$ cat config.mk
export PLATFORM = sky130hd
export DESIGN_NAME = ddr2_wr_seq
export DESIGN_NICKNAME = d
export VERILOG_FILES = /design/src/rtl/ddr2_wr_pkg.sv /design/src/rtl/ddr2_wr_fsm.sv /design/src/rtl/ddr2_wr_cmd_enc.sv /design/src/rtl/ddr2_wr_beat_sel.sv /design/src/rtl/ddr2_wr_seq.sv
export SDC_FILE = /design/constraint.sdc
export NUM_CORES = 1
export LEC_CHECK = 0
export CAP_MARGIN = 30
export CORE_UTILIZATION = 44
export CTS_CLUSTER_SIZE = 20
export DETAILED_ROUTE_END_ITERATION = 12
export PLACE_DENSITY = 0.8
export SKIP_LAST_GASP = 1
export SLEW_MARGIN = 40
export SYNTH_ARGS = -nofsm -noshare
export SYNTH_HDL_FRONTEND = slang
export SYNTH_SLANG_ARGS = --single-unit
$ cat constraint.sdc
create_clock -name clk -period 1.7 [get_ports clk]
set_input_delay 0.425 -clock clk [delete_from_list [all_inputs] [get_ports clk]]
set_output_delay 0.425 -clock clk [all_outputs]
set_load 0.01 [all_outputs]
$ cat src/rtl/ddr2_wr_pkg.sv
package ddr2_wr_pkg;

    typedef enum logic [2:0] {
        ST_IDLE,
        ST_WRCMD,
        ST_WAIT,
        ST_PREAMB,
        ST_BURST,
        ST_POSTAM,
        ST_RECOV,
        ST_PCHG
    } wr_state_t;

    typedef struct packed {
        logic cs_n;
        logic ras_n;
        logic cas_n;
        logic we_n;
    } cmd_pins_t;

    localparam cmd_pins_t CMD_NOP   = '{cs_n: 1'b0, ras_n: 1'b1, cas_n: 1'b1, we_n: 1'b1};
    localparam cmd_pins_t CMD_WRITE = '{cs_n: 1'b0, ras_n: 1'b1, cas_n: 1'b0, we_n: 1'b0};
    localparam cmd_pins_t CMD_PRE   = '{cs_n: 1'b0, ras_n: 1'b0, cas_n: 1'b1, we_n: 1'b0};

    localparam int MAX_BEATS = 8;

endpackage

$ cat src/rtl/ddr2_wr_fsm.sv
module ddr2_wr_fsm
    import ddr2_wr_pkg::*;
#(
    parameter int WL  = 4,
    parameter int TWR = 3,
    parameter int PW  = 2
) (
    input  logic             clk,
    input  logic             rst_n,
    input  logic             fire,
    input  logic             bl8,
    output wr_state_t        state,
    output logic [PW-1:0]    pair,
    output logic             ready,
    output logic             done
);
    localparam int CMAX     = (WL > TWR) ? WL : TWR;
    localparam int CW       = $clog2(CMAX + 1);
    localparam int WAIT_CYC = WL - 2;

    wr_state_t       state_nx;
    logic [CW-1:0]   cnt, cnt_nx;
    logic [PW-1:0]   pair_nx;
    logic [PW-1:0]   last_pair;

    assign last_pair = bl8 ? PW'(MAX_BEATS / 2 - 1) : PW'(1);

    // state register
    always_ff @(posedge clk or negedge rst_n) begin
        if (!rst_n) begin
            state <= ST_IDLE;
            cnt   <= '0;
            pair  <= '0;
        end else begin
            state <= state_nx;
            cnt   <= cnt_nx;
            pair  <= pair_nx;
        end
    end

    // next-state logic
    always_comb begin
        state_nx = state;
        cnt_nx   = cnt;
        pair_nx  = pair;
        unique case (state)
            ST_IDLE:   if (fire) state_nx = ST_WRCMD;
            ST_WRCMD: begin
                if (WAIT_CYC == 0) begin
                    state_nx = ST_PREAMB;
                end else begin
                    state_nx = ST_WAIT;
                    cnt_nx   = CW'(WAIT_CYC - 1);
                end
            end
            ST_WAIT: begin
                if (cnt == '0) state_nx = ST_PREAMB;
                else           cnt_nx   = cnt - 1'b1;
            end
            ST_PREAMB: begin
                state_nx = ST_BURST;
                pair_nx  = '0;
            end
            ST_BURST: begin
                if (pair == last_pair) state_nx = ST_POSTAM;
                else                   pair_nx  = pair + 1'b1;
            end
            ST_POSTAM: begin
                if (TWR <= 1) begin
                    state_nx = ST_PCHG;
                end else begin
                    state_nx = ST_RECOV;
                    cnt_nx   = CW'(TWR - 2);
                end
            end
            ST_RECOV: begin
                if (cnt == '0) state_nx = ST_PCHG;
                else           cnt_nx   = cnt - 1'b1;
            end
            ST_PCHG:   state_nx = ST_IDLE;
            default:   state_nx = ST_IDLE;
        endcase
    end

    assign ready = (state == ST_IDLE);
    assign done  = (state == ST_PCHG);
endmodule

$ cat src/rtl/ddr2_wr_cmd_enc.sv
module ddr2_wr_cmd_enc
    import ddr2_wr_pkg::*;
#(
    parameter int BANK_W = 3,
    parameter int COL_W  = 10,
    parameter int ADDR_W = 14
) (
    input  wr_state_t          state,
    input  logic [BANK_W-1:0]  bank,
    input  logic [COL_W-1:0]   col,
    output cmd_pins_t          pins,
    output logic [BANK_W-1:0]  ba,
    output logic [ADDR_W-1:0]  addr
);
    // output process: command pins follow the state
    always_comb begin
        pins = CMD_NOP;
        ba   = '0;
        addr = '0;
        unique case (state)
            ST_WRCMD: begin
                pins             = CMD_WRITE;
                ba               = bank;
                addr[COL_W-1:0]  = col;
                addr[10]         = 1'b0;   // no auto-precharge
            end
            ST_PCHG: begin
                pins = CMD_PRE;
                ba   = bank;               // addr[10]=0: one bank only
            end
            default: ;
        endcase
    end
endmodule

$ cat src/rtl/ddr2_wr_beat_sel.sv
module ddr2_wr_beat_sel
    import ddr2_wr_pkg::*;
#(
    parameter int DW = 16,
    parameter int PW = 2
) (
    input  wr_state_t                 state,
    input  logic [PW-1:0]             pair,
    input  logic [MAX_BEATS*DW-1:0]   data,
    input  logic [MAX_BEATS-1:0]      be,
    output logic                      dqs_oe_hi,
    output logic                      dqs_oe_lo,
    output logic                      dqs_hi,
    output logic                      dqs_lo,
    output logic                      dq_oe,
    output logic [DW-1:0]             dq_rise,
    output logic [DW-1:0]             dq_fall,
    output logic                      dm_rise,
    output logic                      dm_fall
);
    logic [DW-1:0] word [MAX_BEATS];

    for (genvar g = 0; g < MAX_BEATS; g++) begin : g_word
        assign word[g] = data[g*DW +: DW];
    end

    logic [PW:0] even_idx, odd_idx;
    assign even_idx = {pair, 1'b0};
    assign odd_idx  = {pair, 1'b1};

    // output process: strobe and data per half-cycle
    always_comb begin
        dqs_oe_hi = 1'b0;
        dqs_oe_lo = 1'b0;
        dqs_hi    = 1'b0;
        dqs_lo    = 1'b0;
        dq_oe     = 1'b0;
        dq_rise   = '0;
        dq_fall   = '0;
        dm_rise   = 1'b0;
        dm_fall   = 1'b0;
        unique case (state)
            ST_PREAMB: begin
                dqs_oe_hi = 1'b1;
                dqs_oe_lo = 1'b1;
            end
            ST_BURST: begin
                dqs_oe_hi = 1'b1;
                dqs_oe_lo = 1'b1;
                dqs_hi    = 1'b1;
                dq_oe     = 1'b1;
                dq_rise   = word[even_idx];
                dq_fall   = word[odd_idx];
                dm_rise   = ~be[even_idx];
                dm_fall   = ~be[odd_idx];
            end
            ST_POSTAM: dqs_oe_hi = 1'b1;
            default: ;
        endcase
    end
endmodule

$ cat src/rtl/ddr2_wr_seq.sv
module ddr2_wr_seq
    import ddr2_wr_pkg::*;
#(
    parameter int AL     = 2,
    parameter int CL     = 3,
    parameter int TWR    = 3,
    parameter int DW     = 16,
    parameter int BANK_W = 3,
    parameter int COL_W  = 10,
    parameter int ADDR_W = 14
) (
    input  logic                      clk,
    input  logic                      rst_n,
    input  logic                      req_valid,
    output logic                      req_ready,
    input  logic [BANK_W-1:0]         req_bank,
    input  logic [COL_W-1:0]          req_col,
    input  logic [MAX_BEATS*DW-1:0]   req_data,
    input  logic [MAX_BEATS-1:0]      req_be,
    input  logic                      req_bl8,
    output logic                      cs_n,
    output logic                      ras_n,
    output logic                      cas_n,
    output logic                      we_n,
    output logic [BANK_W-1:0]         ba,
    output logic [ADDR_W-1:0]         addr,
    output logic                      dqs_oe_hi,
    output logic                      dqs_oe_lo,
    output logic                      dqs_hi,
    output logic                      dqs_lo,
    output logic                      dq_oe,
    output logic [DW-1:0]             dq_rise,
    output logic [DW-1:0]             dq_fall,
    output logic                      dm_rise,
    output logic                      dm_fall,
    output logic                      done
);
    localparam int WL = AL + CL - 1;
    localparam int PW = $clog2(MAX_BEATS / 2);

    wr_state_t                 state;
    logic [PW-1:0]             pair;
    logic                      fire;
    logic [BANK_W-1:0]         bank_q;
    logic [COL_W-1:0]          col_q;
    logic [MAX_BEATS*DW-1:0]   data_q;
    logic [MAX_BEATS-1:0]      be_q;
    logic                      bl8_q;
    cmd_pins_t                 pins;

    assign fire = req_valid && req_ready;

    // request capture: later input changes do not reach the burst
    always_ff @(posedge clk or negedge rst_n) begin
        if (!rst_n) begin
            bank_q <= '0;
            col_q  <= '0;
            data_q <= '0;
            be_q   <= '0;
            bl8_q  <= 1'b0;
        end else if (fire) begin
            bank_q <= req_bank;
            col_q  <= req_col;
            data_q <= req_data;
            be_q   <= req_be;
            bl8_q  <= req_bl8;
        end
    end

    ddr2_wr_fsm #(.WL(WL), .TWR(TWR), .PW(PW)) u_fsm (
        .clk   (clk),
        .rst_n (rst_n),
        .fire  (fire),
        .bl8   (bl8_q),
        .state (state),
        .pair  (pair),
        .ready (req_ready),
        .done  (done)
    );

    ddr2_wr_cmd_enc #(.BANK_W(BANK_W), .COL_W(COL_W), .ADDR_W(ADDR_W)) u_cmd (
        .state (state),
        .bank  (bank_q),
        .col   (col_q),
        .pins  (pins),
        .ba    (ba),
        .addr  (addr)
    );

    assign cs_n  = pins.cs_n;
    assign ras_n = pins.ras_n;
    assign cas_n = pins.cas_n;
    assign we_n  = pins.we_n;

    ddr2_wr_beat_sel #(.DW(DW), .PW(PW)) u_beat (
        .state     (state),
        .pair      (pair),
        .data      (data_q),
        .be        (be_q),
        .dqs_oe_hi (dqs_oe_hi),
        .dqs_oe_lo (dqs_oe_lo),
        .dqs_hi    (dqs_hi),
        .dqs_lo    (dqs_lo),
        .dq_oe     (dq_oe),
        .dq_rise   (dq_rise),
        .dq_fall   (dq_fall),
        .dm_rise   (dm_rise),
        .dm_fall   (dm_fall)
    );
endmodule

Word level (Yosys, flattened, before mapping) --
Index checks and enable logic that the tools add are counted.
Cells by class: order comparisons 4, equal/unequal tests 14, add/sub/neg operators 2, reductions and logical operators 13, bitwise gates (word level) 4, mux-type cells 30
Operator list (number):
- $bmux W16 S3 | 2
- $mux W16 | 6
- $pmux W3 S8 | 1
- $mux W3 | 6
- $eq A3 B3 Y1 const B | 4
- $pmux W3 S2 | 2
- $mux W10 | 1
- $ge A4 B4 Y1 const B | 2
- $lt A3 B4 Y1 const B | 2
- $not A3 Y4 | 2
- $reduce_or A2 Y1 | 4
- $mux W1 | 7
- $eq A3 B2 Y1 const B | 2
- $logic_not A3 Y1 | 2
- $ne A2 B1 Y1 const B | 3
- $ne A2 B2 Y1 const B | 3
- $bmux W1 S2 | 2
- $mux W2 | 2
- $pmux W2 S2 | 1
- $reduce_and A2 Y1 | 2
- $reduce_and A4 Y1 | 1
- $reduce_bool A2 Y1 | 2
- $eq A3 B1 Y1 const B | 1
- $reduce_or A3 Y1 | 1
- other kinds (5) | 6
Storage, ports and cells: flip-flop bits (word level) 158, logic and storage cells 75, input port bits 153, output and inout bits 62

Depth between registers and ports, before layout --
Gate-level depths: netlist (run 1).
word-level depth 5, gate-level depth with buffers 7, gate-level depth less buffers 6

Modules after synthesis --
A second synthesis (run 1) with hierarchy kept.
Second synthesis, totals: cell total of the unflattened synthesis 525, area, all modules 7717.4 um^2
Modules (own cells, without submodules):
- ddr2_wr_seq | cells an instance 318, area an instance 5940.7 um^2, instances 1, seq. area each 3753.6 um^2
- ddr2_wr_beat_sel | cells an instance 126, area an instance 1082.3 um^2, instances 1, seq. area each 0.0 um^2
- ddr2_wr_fsm | cells an instance 56, area an instance 530.5 um^2, instances 1, seq. area each 200.2 um^2
- ddr2_wr_cmd_enc | cells an instance 25, area an instance 163.9 um^2, instances 1, seq. area each 0.0 um^2

Worst setup path after synthesis (run 1) --
OpenSTA, ideal clock, no wires.
path type reg2out, start register u_fsm.state[0], end output port dq_fall[10], path buffers 1, cell stages (with the launch flop) 7, data required time 1.275 ns, arrival time 1.443 ns, setup slack -0.168 ns, path through dfrtp_1 -> inv_1 -> ha_1 -> nand2_1 -> inv_1 -> clkbuf_1 -> and2_1
On the way: longest elaborated chain between the ends 2
RTL lines:
- start: declaration | RTL line ddr2_wr_fsm.sv:12 | output wr_state_t state,
- start signal: assignment | RTL line ddr2_wr_fsm.sv:35 | state <= state_nx;
- $eq A3 B3 Y1 | RTL line ddr2_wr_beat_sel.sv:42 | unique case (state)
- $mux W16 | RTL line ddr2_wr_beat_sel.sv:42
- end: declaration | RTL line ddr2_wr_seq.sv:33 | output logic [DW-1:0] dq_fall,
Every way passes these cells.

Worst setup path after layout (run 1) --
start register u_fsm.pair[0], end output port dq_rise[15]
On the way: longest elaborated chain between the ends 5
RTL lines:
- start: declaration | RTL line ddr2_wr_fsm.sv:13 | output logic [PW-1:0] pair,
- start signal: assignment | RTL line ddr2_wr_fsm.sv:37 | pair <= pair_nx;
- $not A3 Y4 (not written as such) | RTL line ddr2_wr_beat_sel.sv:52 | dq_rise = word[even_idx];
- $bmux W16 S3 | RTL line ddr2_wr_beat_sel.sv:52
- $mux W16 (not written as such) (2 in series) | RTL line ddr2_wr_beat_sel.sv:52
- $mux W16 | RTL line ddr2_wr_beat_sel.sv:42
- end: declaration | RTL line ddr2_wr_seq.sv:32 | output logic [DW-1:0] dq_rise,
Every way passes these cells. The select of a mux whose other input is x is not followed.

==> metrics.md, run 1 <==
| Metric | Value |
|---|---|
| Post-Synth Adder-Cell Area | `between 1 and 1.5%` |
| Dpl ws | `-0.540 ns` |
| Layout cell share with drive strength beyond 1 | `a little under three fifths` |
| Crit end category | `primary output` |
| PortBufs | `~210` |
| Initial DRC Count | `between 150 and 200` |
| Clk_skew | `roughly 0.0080 ns` |
| Core ar. | `0.0172 mm2` |
| Placed inst area | `~0.011 mm2` |
| Slew headroom | `slightly above 40%` |
| DR WL/cell | `22.0 um` |
| Area delta synth->final | `64.2%` |
| Worst Hold Class | `in2async` |
| Critical-path top delay cell | `mux4_2` |
| GP Congestion | `~0.86` |
| Largest fanout on the critical path | `5` |
| Die H | `approximately 130 um` |
| Failing checks | `setup timing` |
| Logic gate share of total power | `approximately half` |
| Final max-slew violation count | `0` |
| Internal power | `15300 uW` |
| Mux cell area share after synthesis | `37.2%` |
| Critical-path cell list | `buf_12, buf_12, buf_16, mux4_2, and2_4, buf_6` |
| CTS Buf Count | `17` |
| Critical Path RT | `about 1.3 ns` |
| Final instance count without filler cells | `about 1000` |
| Max cap viols | `0` |
| CP Class | `reg2out` |
| Outcome | `finished with violations` |
| Row cnt | `48` |
| Synth Register Bits | `approximately 160` |
| Post-Syn Instances | `480` |
| Unrepaired setup endpoints after global routing | `yes` |
| Post-Syn Area per Cell | `16.0 um2` |
| Initial antenna violation count | `0` |
| Final setup vio count | `between 200 and 250` |
| Fmax | `between 400 and 500 MHz` |
| Min cycle time layout | `around 2.4 ns` |
| Simple-gate area share of the yosys netlist | `between 5 and 6%` |
| VDD IR max | `between 900 and 1000 uV` |
| Vias | `5364` |
| Cell area after layout | `around 0.013 mm2` |
| Total Routing Usage GR | `between 20% and 30%` |
| Worst path most repeated cell | `buf_12` |
| Nets | `970` |
| Largest net degree at the start of global routing | `76` |
| Leakage | `about 0.0061 uW` |
| Grt ovf | `0` |
| N_diodes | `0` |
| Sequential power share | `31.4%` |
| Post-Syn Area | `roughly 0.0077 mm2` |
| Vias in the first global route | `between 6000 and 7000` |
| Die area | `around 0.018 mm2` |
| Actual slew at the worst max-slew pin | `about 0.88 ns` |
| Placed cells | `~950` |
| H-tree Lvls | `4` |
| First-pass GRT wire length | `~35000 um` |
| Post-route setup slack | `-0.710 ns` |
| Seq/Total Area, Yosys | `51.3%` |
| P_sw | `6570 uW` |
| PwrDens | `1730 mW/mm2` |
| Clock Tree Root | `clkbuf_16` |
| Die W | `about 130 um` |
| Synth Area in Compound Gates | `less than 1%` |
| Main combinational cell family by area after synthesis | `multiplexers` |
| DR vias/cell | `between 5 and 6` |
| CP Launch Type | `flop` |
| Sw Ratio | `roughly 30%` |
| CTS tree | `built` |
| Netlist cell types | `29` |
| Power, Total | `between 20000 and 25000 uW` |
| Detailed placement HPWL | `roughly 13000 um` |
| Clk buf depth | `2` |
| Yosys warnings | `0` |
| Worst skew pair latency | `about 0.43 ns` |
| Post-DRT Antenna Nets | `0` |
| Clock sink total | `158` |
| Final wirelength | `about 23000 um` |
| Starting Density | `roughly 45%` |
| Fin. Hold Viols | `0` |
| Period utilisation layout | `142%` |
| DRT Pass-1 Iters | `4` |
| Clock power share | `between 10% and 20%` |
| DRC viols | `0` |
| CP peak stage delay | `approximately 0.51 ns` |
| Clock transition at path regs | `0.07 ns` |
| # IOs | `around 220` |
| XOR/XNOR Fraction of Synth Area | `less than 1%` |
| Arrival time worst endpoint | `1.98 ns` |
[what timing repair did]
action / in CTS / in global routing
buffers inserted: 39 / 22
resized for setup: 327 / 119
endpoints found under the setup margin: 207 / 209
cloned: 23 / 0
hold buffers: 1 / 0
endpoints found under the hold margin: 25 / 0
pin swaps: 17 / 14
[kinds of logic after synthesis]
logic type,count (synthesis)
adder cells (fa/ha/maj),7
multiplexers,187
AO/OA/AOI/OAI,12
flip-flops,158
XOR/XNOR,1
AND/OR/NAND/NOR,69
buffers and inverters,45
other,1
[worst paths after layout]
| path | start | end | slack, ns | depth (start not counted) |
|---|---|---|---|---|
| setup / recovery | u_fsm.pair[0]$_DFFE_PN0P_ | dq_rise[15] | -0.71 | 6 |
| hold / removal | rst_n | data_q[8]$_DFFE_PN0P_ | 0.44 | 2 |
| setup reg to reg | u_fsm.state[0]$_DFFE_PN0P_ | data_q[109]$_DFFE_PN0P_ | -0.59 | 12 |
| hold reg to reg | u_fsm.cnt[0]$_DFFE_PN0P_ | u_fsm.cnt[0]$_DFFE_PN0P_ | 0.49 | 1 |
| max in group asynchronous | rst_n | data_q[34]$_DFFE_PN0P_ | 0.55 | 3 |
| min in group clk | u_fsm.cnt[0]$_DFFE_PN0P_ | u_fsm.cnt[0]$_DFFE_PN0P_ | 0.49 | 1 |
[stage by stage]
| step | TNS (ns) | hold slack, ns | util (%) |
|---|---|---|---|
| finish | -111.10 | 0.438 | 73.6 |
| global route | -120.80 | 0.458 | 73.6 |
| CTS | -77.29 | 0.433 | 72.3 |
| detailed placement | -66.32 | 0.319 | 61.3 |
| global placement | -59.90 | 0.319 | 61.3 |
| floorplan | -0.958 | 0.129 | - |
[metal layers]
metal / vias to the layer above / global-route usage, % / routed length, um
li1: 2383 / - / -
met1: 2746 / 31.7 / 9190
met2: 199 / 43.9 / 12000
met3: 36 / 6.61 / 1310
met4: 0 / 11.4 / 532
met5: - / 0 / 0
[power by group through the flow]
stage	logic, uW	registers, uW	clock network [uW]
floorplan	5520	6330	0
global placement	7870	6610	0
detailed placement	8120	6750	0
CTS	10400	6730	3810
global route	11900	7060	4000
finish	11200	6870	3770
[worst max-delay path, delay by kind of cell, from the launching register on]
kind	cells	cell delay, ns
muxes	1	0.51
buffers and inverters	4	0.50
DFF	1	0.40
and+or+nand+nor	1	0.15
[synthesized netlist by cell type]
library cell / instances / area (um2)
a21o_1: 1 / 7.51
a21oi_1: 4 / 20.0
a32o_1: 2 / 20.0
and2_1: 42 / 263
and2b_1: 1 / 7.51
buf_2: 11 / 55.1
buf_4: 7 / 52.6
buf_6: 14 / 158
clkbuf_1: 5 / 18.8
conb_1: 1 / 3.75
dfrtp_1: 158 / 3950
ha_1: 7 / 87.6
inv_1: 8 / 30.0
mux2_1: 1 / 11.3
mux2_2: 50 / 563
mux2_4: 100 / 1500
mux2i_1: 2 / 20.0
mux4_2: 34 / 766
nand2_1: 9 / 33.8
nand2_2: 1 / 6.26
nand2b_1: 3 / 18.8
nor2_1: 6 / 22.5
nor2b_1: 4 / 25.0
nor3_1: 1 / 5.00
nor3b_1: 1 / 7.51
nor4b_1: 1 / 8.76
o21ai_0: 3 / 15.0
o22ai_1: 2 / 12.5
xnor2_1: 1 / 8.76
[cells in the final DEF, fill, tap and decap left out, types with 9 or more instances in the layout]
cell,count
mux4_2,34
and2_1,9
clkbuf_16,17
clkdlybuf4s50_1,150
buf_6,66
buf_4,51
buf_2,13
buf_12,23
buf_16,14
mux2_4,150
dfrtp_1,155
buf_8,12
and2_4,33
[final cells by class]
cell class,count,area [um2]
Tap cell,225,282
Sequential cell,158,3960
Inverter,8,35.0
Timing Repair Buffer,340,3840
Multi-Input combinational cell,285,3950
Fill cell,1021,4530
Clock buffer,17,425
Clock inverter,15,153
[sequential cells by signal, summed over array words and instances (netlist names)]
register and flops:
u_fsm.pair 2, u_fsm.state 3, u_fsm.cnt 3, be_q 8, col_q 10, data_q 128
bl8_q 1, bank_q 3
No activity file was read; power rests on OpenSTA's default activity.
==> run 2: changes to the inputs <==
Settings changed: CAP_MARGIN 30 to 25, CORE_MARGIN set to 2.
==> run 2 against run 1 <==
Compared with the run above:
- the flow still finishes with violations (setup timing)
- critical path depth is 3 higher
- utilization decreased by 0.40 points
- total power fell by 0.28%
- clock power is 5% higher
- final area is 0.54% lower
- largest power group unchanged
==> metrics.md, run 2 (synthesized netlist as in run 1, its figures left out) <==
| Metric | Value |
|---|---|
| Outcome | `finished with violations` |
| Failing checks | `setup timing` |
| Critical Path RT | `about 1.3 ns` |
| Slew headroom | `between 60 and 70%` |
| CP peak stage delay | `~0.42 ns` |
| Nets | `about 960` |
| Top reg by flops | `data_q` |
| VDD IR max | `between 900 and 1000 uV` |
| Worst Hold Class | `in2async` |
| DR WL/cell | `around 23 um` |
| Clock sink total | `between 150 and 200` |
| Dpl ws | `-0.564 ns` |
| GP Congestion | `0.776` |
| Die W | `about 140 um` |
| Worst R2R Path Depth | `11` |
| Unrepaired setup endpoints after global routing | `yes` |
| Largest regs | `data_q: 128 flops, col_q: 10 flops, be_q: 8 flops` |
| PortBufs | `between 200 and 250` |
| Worst path most repeated cell | `inv_4` |
| H-tree Lvls | `4` |
| Max cap viols | `0` |
| DRT Pass-1 Iters | `4` |
| Power, Total | `roughly 22000 uW` |
| FF-to-FF End | `data_q[59]$_DFFE_PN0P_` |
| DRC viols | `0` |
| Post-DRT Antenna Nets | `0` |
| RR Startpoint | `u_fsm.state[0]$_DFFE_PN0P_` |
| N_diodes | `0` |
| Core ar. | `~0.017 mm2` |
| Final wirelength | `roughly 23000 um` |
| DR vias/cell | `about 5.2` |
| Critical-path cell list | `buf_6, inv_4, ha_4, nand2_4, inv_4, buf_4, buf_12, and2_4, buf_2` |
| Clock transition at path regs | `~0.07 ns` |
| Total Routing Usage GR | `between 20% and 30%` |
| Fmax | `~430 MHz` |
| Final setup vio count | `~210` |
| Fill count | `just over 1000` |
| Layout cell share with drive strength beyond 1 | `57.0%` |
| Largest fanout on the critical path | `16` |
| First-pass GRT wire length | `approximately 35000 um` |
| Commonest non-fill, non-tap cell in the layout | `dfrtp_1` |
| CTS Buf Count | `17` |
| CP Class | `reg2out` |
| Period utilisation layout | `136%` |
| Worst skew pair latency | `roughly 0.41 ns` |
| Post-route setup slack | `-0.605 ns` |
| Clk_skew | `around 0.0076 ns` |
| Vias | `~5400` |
| Clock Tree Root | `clkbuf_16` |
| # IOs | `around 220` |
| Initial antenna violation count | `0` |
| Fin. Hold Viols | `0` |
| Vias in the first global route | `approximately 6200` |
| CTS tree | `built` |
| Arrival time worst endpoint | `1.88 ns` |
| Row cnt | `48` |
| Leakage | `slightly above 0.006 uW` |
| Critical-path top delay cell | `dfrtp_2` |
| CP Launch Type | `flop` |
| Final max-slew violation count | `0` |
| Final Util | `73.2%` |
| Detailed placement HPWL | `13100 um` |
| Crit end category | `primary output` |
| Die H | `approximately 140 um` |
| Hold Slack | `between 0.4 and 0.5 ns` |
| Starting Density | `approximately 45%` |
| Most frequent cells in the layout | `dfrtp_1 (154), mux2_4 (151), clkdlybuf4s50_1 (151), buf_6 (78), buf_4 (52)` |
| Largest net degree at the start of global routing | `42` |
| Clk buf depth | `2` |
| Die area | `0.0186 mm2` |
| Grt ovf | `0` |
| PwrDens | `around 1700 mW/mm2` |
| Min cycle time layout | `around 2.3 ns` |
| Max reg flops | `about 130` |
| Area delta synth->final | `63.3%` |
| Initial DRC Count | `267` |
| Actual slew at the worst max-slew pin | `0.513 ns` |
| Reg2Reg Setup Slack | `-0.44 ns` |
[run 2: cell count changes in the layout (fill, tap and decap cells not counted), sizes merged, moves of 2 or more]
cell	before	now
clkbuf	20	25
nand2	13	11
inv	16	10
clkinvlp	3	1
bufinv	1	3
clkdlybuf4s15	5	0
[run 2: stage by stage]
stage                     setup TNS [ns]  std cells  cell area, um2
after global routing              -86.66       1039           12600
after CTS                         -77.44       1044           12400
final                             -77.21       1039           12600
after detailed placement          -67.37        949           10500
after global placement            -58.09        949           10500
after floorplan                   -0.958        485            7820
[run 2: worst max-delay path by stage]
stage | slack [ns] | to | cells past startpoint | from
5_1_grt | -0.67 | dq_rise[1] | 5 | u_fsm.pair[0]$_DFFE_PN0P_
3_5_place_dp | -0.56 | dq_rise[4] | 4 | u_fsm.pair[0]$_DFFE_PN0P_
4_1_cts | -0.68 | dq_rise[1] | 6 | u_fsm.pair[0]$_DFFE_PN0P_
6_report | -0.60 | dq_rise[1] | 9 | u_fsm.state[0]$_DFFE_PN0P_
3_3_place_gp | -0.53 | dq_rise[4] | 4 | u_fsm.pair[0]$_DFFE_PN0P_
2_1_floorplan | -0.05 | dq_fall[10] | 4 | u_fsm.pair[0]$_DFFE_PN0P_
[run 2: cell type report]
class | instances | area [um2] | area share [%]
sequential | 158 | 3960 | 31.5
timing repair buffer | 334 | 3750 | 29.8
clock buffer | 22 | 464 | 3.69
multi-input combinational | 283 | 3950 | 31.4
clock inverter | 9 | 134 | 1.06
tap | 225 | 282 | 2.24
inverter | 8 | 37.5 | 0.298
[run 2: metal layers]
metal  up-vias  GRT usage (%)  routed length, um
met1      2772           30.5               9410
met4         0           6.66                554
li1       2346              -                  -
met2       217           44.8              11800
met5         -              0                  0
met3        41           7.49               1630
[run 2: critical path, delay by kind of cell (launching register included)]
family / cells / cell delay, ns
buffers and inverters: 6 / 0.66
AND/OR/NAND/NOR: 2 / 0.22
flip-flops: 1 / 0.42
adder cells (fa/ha/maj): 1 / 0.16
[run 2: report_power, final]
| group | total [uW] | internal (uW) | switching (uW) | leakage, uW |
|---|---|---|---|---|
| clock | 3940 | 2390 | 1550 | 0.000291 |
| combinational | 11000 | 7390 | 3580 | 0.00387 |
| sequential | 6900 | 5670 | 1220 | 0.00190 |
[run 2: what timing repair did]
item | CTS | global route
setup buffers | 47 | 18
cloned | 18 | 3
gates resized for setup | 351 | 127
endpoints found under the hold margin | 24 | 0
hold buffers | 1 | 0
setup endpoints to repair | 207 | 210
pin swaps | 20 | 13
